===== src/rtl/ushift_pkg.sv =====
package ushift_pkg;
   typedef enum logic [1:0] {
      M_HOLD  = 2'b00,
      M_TOLOW = 2'b01,
      M_TOHI  = 2'b10,
      M_LOAD  = 2'b11
   } mode_e;
endpackage


===== src/rtl/ushift_ctrl.sv =====
module ushift_ctrl
   import ushift_pkg::*;
(
   input  logic [1:0] mode_sel,
   input  logic       en_a_n,
   input  logic       en_b_n,
   output mode_e      mode,
   output logic       drive
);
   always_comb begin
      mode  = mode_e'(mode_sel);
      // the bus is released during capture so that it can be sampled
      drive = !en_a_n && !en_b_n && (mode != M_LOAD);
   end
endmodule


===== src/rtl/ushift_cell.sv =====
module ushift_cell
   import ushift_pkg::*;
(
   input  logic  clk,
   input  logic  rst_n,
   input  mode_e mode,
   input  logic  from_low,
   input  logic  from_high,
   input  logic  par_in,
   output logic  q
);
   always_ff @(posedge clk or negedge rst_n) begin
      if (!rst_n) q <= 1'b0;
      else begin
         case (mode)
            M_HOLD:  q <= q;
            M_TOLOW: q <= from_high;
            M_TOHI:  q <= from_low;
            default: q <= par_in;
         endcase
      end
   end
endmodule


===== src/rtl/ushift_reg.sv =====
module ushift_reg
   import ushift_pkg::*;
#(
   parameter int WIDTH = 8
) (
   input  logic             clk,
   input  logic             rst_n,
   input  logic [1:0]       mode_sel,
   input  logic             en_a_n,
   input  logic             en_b_n,
   input  logic             ser_right_in,
   input  logic             ser_left_in,
   input  logic [WIDTH-1:0] bus_in,
   output logic [WIDTH-1:0] bus_out,
   output logic             bus_oe,
   output logic             cas_left,
   output logic             cas_right
);
   localparam int TOP = WIDTH - 1;

   generate
      if (WIDTH < 2) begin : g_bad_width
         $error("ushift_reg: WIDTH must be at least 2");
      end
   endgenerate

   mode_e            mode;
   logic [WIDTH-1:0] stage;

   ushift_ctrl u_ctrl (
      .mode_sel (mode_sel),
      .en_a_n   (en_a_n),
      .en_b_n   (en_b_n),
      .mode     (mode),
      .drive    (bus_oe)
   );

   generate
      for (genvar i = 0; i < WIDTH; i++) begin : g_stage
         logic lo_src;
         logic hi_src;
         if (i == 0) begin : g_lo_end
            assign lo_src = ser_right_in;
         end else begin : g_lo_mid
            assign lo_src = stage[i-1];
         end
         if (i == TOP) begin : g_hi_end
            assign hi_src = ser_left_in;
         end else begin : g_hi_mid
            assign hi_src = stage[i+1];
         end
         ushift_cell u_cell (
            .clk       (clk),
            .rst_n     (rst_n),
            .mode      (mode),
            .from_low  (lo_src),
            .from_high (hi_src),
            .par_in    (bus_in[i]),
            .q         (stage[i])
         );
      end
   endgenerate

   assign bus_out   = stage;
   assign cas_left  = stage[0];
   assign cas_right = stage[TOP];
endmodule


===== config.mk =====
export PLATFORM = sky130hd
export DESIGN_NAME = ushift_reg
export DESIGN_NICKNAME = d
export VERILOG_FILES = /design/src/rtl/ushift_pkg.sv /design/src/rtl/ushift_ctrl.sv /design/src/rtl/ushift_cell.sv /design/src/rtl/ushift_reg.sv
export SDC_FILE = /design/constraint.sdc
export NUM_CORES = 1
export LEC_CHECK = 0
export ABC_AREA = 1
export BUFFER_PORTS_ARGS = -buffer_cell sky130_fd_sc_hd__buf_2
export CAP_MARGIN = 20
export CORE_ASPECT_RATIO = 0.75
export CORE_MARGIN = 10
export CORE_UTILIZATION = 50
export CTS_CLUSTER_DIAMETER = 100
export DETAILED_ROUTE_END_ITERATION = 6
export PLACE_DENSITY_LB_ADDON = 0.05
export SLEW_MARGIN = 20
export SYNTH_ARGS = -nofsm -noshare
export SYNTH_HDL_FRONTEND = slang
export SYNTH_HIERARCHICAL = 1
export SYNTH_SLANG_ARGS = --single-unit

===== constraint.sdc =====
create_clock -name clk -period 0.9 [get_ports clk]
set_input_delay 0.09 -clock clk [delete_from_list [all_inputs] [get_ports clk]]
set_output_delay 0.09 -clock clk [all_outputs]
set_load 0.03 [all_outputs]

==> results.sh <==
export IMPL_period_share=1.046
export IMPL_grt_overflow=0
export IMPL_startpoint_type="register"
export IMPL_crit_path_end_kind="output pin"
export IMPL_preCtsSetupSlack_ns=-0.2424
export IMPL_antenna_found_initial=0
export IMPL_multiInputGateArea_um2=641.9
export IMPL_die_area_um2=3917
export IMPL_postSynthAreaPerCell_um2=7.150
export IMPL_drv_slew=0
export IMPL_rows=13
export IMPL_dpl_hpwl_um=1589
export IMPL_path_cells="buf_6"
export IMPL_grt_start_max_net_pins=17
export IMPL_stdcell_count=181
export IMPL_total_power_mw=1.627
export IMPL_cp_top_family="flip-flops"
export IMPL_hp_class="in -> reg"
export IMPL_h_tree_depth=1
export IMPL_utilization=0.7475
export IMPL_reg2reg_from="g_stage[7].u_cell/q$_DFFE_PN0P_"
export IMPL_violations="setup timing"
export IMPL_dpl_cell_count=169
export IMPL_ff_latch_area_um2=201.4
export IMPL_largest_register="g_stage.u_cell/q"
export IMPL_cp_required_ns=0.81
export IMPL_slew_headroom=0.8673
export IMPL_tightest_slew_ns=0.1990
export IMPL_finalSetupViolCount=8
export IMPL_syn_nets=166
export IMPL_cp_arrival_ns=0.85
export IMPL_hold_viol=0
export IMPL_fmax_mhz=1063
export IMPL_vias=852
export IMPL_grt_pass1_wl_um=3691
export IMPL_synth_cells=126
export IMPL_vdd_ir_drop_max_uv=795.1
export IMPL_critPathLaunch="g_stage[7].u_cell/q$_DFFE_PN0P_"
export IMPL_final_area_um2=1289
export IMPL_cts_made_buffers=3
export IMPL_start_util=0.5225
export IMPL_drt_pass1_iterations=4
export IMPL_ctsRootBufferMaster="clkbuf_4"
export IMPL_grt_pass1_vias=873
export IMPL_crit_type="reg -> out"
export IMPL_tritoncts="yes"
export IMPL_drtIter0Drc=19
export IMPL_ys_seq_area_frac=0.2222
export IMPL_yosys_warnings=6
export IMPL_pwr_density_cell_nw_per_um2=1263
export IMPL_gp_congestion=0.7458
export IMPL_drive_gt1_frac=0.3899
export IMPL_largest_reg_flops=8
export IMPL_fp_dieH_um=56.76
export IMPL_pin_count=27
export IMPL_cts_sinks=8
export IMPL_run_status="complete, but fails checks"
export IMPL_drc=0
export IMPL_vias_per_cell=4.707
export IMPL_clk_pin_slew_ns=0.06
export IMPL_leakage_nw=0.7866
export IMPL_fin_crit_ns=0.9412
export IMPL_worstHoldStart="bus_in[2]"
export IMPL_fin_ws_ns=-0.04118
export IMPL_finClkSkew_ns=0.0006866
export IMPL_grt_use_total=0.1104
export IMPL_cpPeakStageDelay_ns=0.44
export IMPL_areaGrowthSynthToFinish_pct=43.06
export IMPL_ys_types=7
export IMPL_maxCapViolations=0
export IMPL_slowest_stage="dfrtp_2"
export IMPL_fp_dieW_um=69.02
export IMPL_clock_path_buffers=2
export IMPL_reg_top3="g_stage.u_cell/q: 8 flops"
export IMPL_synth_seq_cells=8
export IMPL_nFillCells=131
export IMPL_syn_area_um2=900.9
export IMPL_hold_ws_ns=0.1399
export IMPL_crit_fanout=4
export IMPL_wl_per_cell_um=12.86
export IMPL_antenna_cells=0
export IMPL_placed_cell_area_um2=1021
export IMPL_portBuffers=26
export IMPL_clk_latency_ns=0.26
export IMPL_wl_um=2327
export IMPL_fin_setup_tns_ns=-0.1613
export IMPL_fin_nets=201
export IMPL_core_um2=1724
export IMPL_ant_nets=0
export IMPL_rsz0062_at_grt="yes"
export IMPL_critPathBufInv=1
logic make-up (layout without fill, tap and decap cells):
group | after synthesis | after routing | synth area share
flip-flops | 8 | 8 | 0.2222
adder cells (fa/ha/maj) | 24 | 24 | 0.3333
buffers and inverters | 27 | 60 | 0.1542
AND/OR/NAND/NOR | 67 | 67 | 0.2903
final timing paths:
check,to,slack [ns],cells after the start
setup / recovery,bus_out[7],-0.04,1
hold / removal,g_stage[2].u_cell/q$_DFFE_PN0P_,0.14,5
setup reg to reg,g_stage[6].u_cell/q$_DFFE_PN0P_,-0.02,5
hold reg to reg,g_stage[7].u_cell/q$_DFFE_PN0P_,0.57,2
max in group asynchronous,g_stage[7].u_cell/q$_DFFE_PN0P_,0.50,2
min in group asynchronous,g_stage[5].u_cell/q$_DFFE_PN0P_,0.21,2
timing repair:
item / CTS / global route
gates resized for setup: 17 / 35
setup buffers: 8 / 0
setup endpoints to repair: 10 / 18
hold endpoints to repair: 8 / 0
hold buffers: 1 / 0
pin swaps: 0 / 12
cells in the mapped netlist:
library cell	number	share of area
buf_4	10	0.083
dfrtp_1	8	0.22
ha_1	24	0.33
inv_1	17	0.071
nand2_1	42	0.17
nand3_1	8	0.044
nor2_1	17	0.071
layout by cell type, fill, tap and decap left out, drive strengths merged:
master | Yosys | routed
buf | 10 | 37
clkbuf | 0 | 5
dfrtp | 8 | 8
dlygate4sd3 | 0 | 1
ha | 24 | 24
inv | 17 | 17
nand2 | 42 | 42
nand3 | 8 | 8
nor2 | 17 | 17
report_power, final:
part | switching (mW) | internal [mW] | leakage [nW]
registers | 0.0577 | 0.418 | 0.0962
clock network | 0.142 | 0.154 | 0.0138
logic | 0.455 | 0.401 | 0.677
final cells by class:
| type | count | share of cell area |
|---|---|---|
| clock buffers | 3 | 0.01748 |
| inverters | 17 | 0.04951 |
| multi-input cells | 91 | 0.4981 |
| flip-flops and latches | 8 | 0.1563 |
| well taps | 22 | 0.02136 |
| repair buffers | 40 | 0.2573 |
routing by layer:
metal	vias up	track usage	routed length [um]
li1	435	-	-
met1	386	0.1086	917
met2	23	0.2005	1216
met3	8	0.02807	107
met4	0	0.07450	85
met5	-	0	0
No activity file was read; power rests on OpenSTA's default activity.
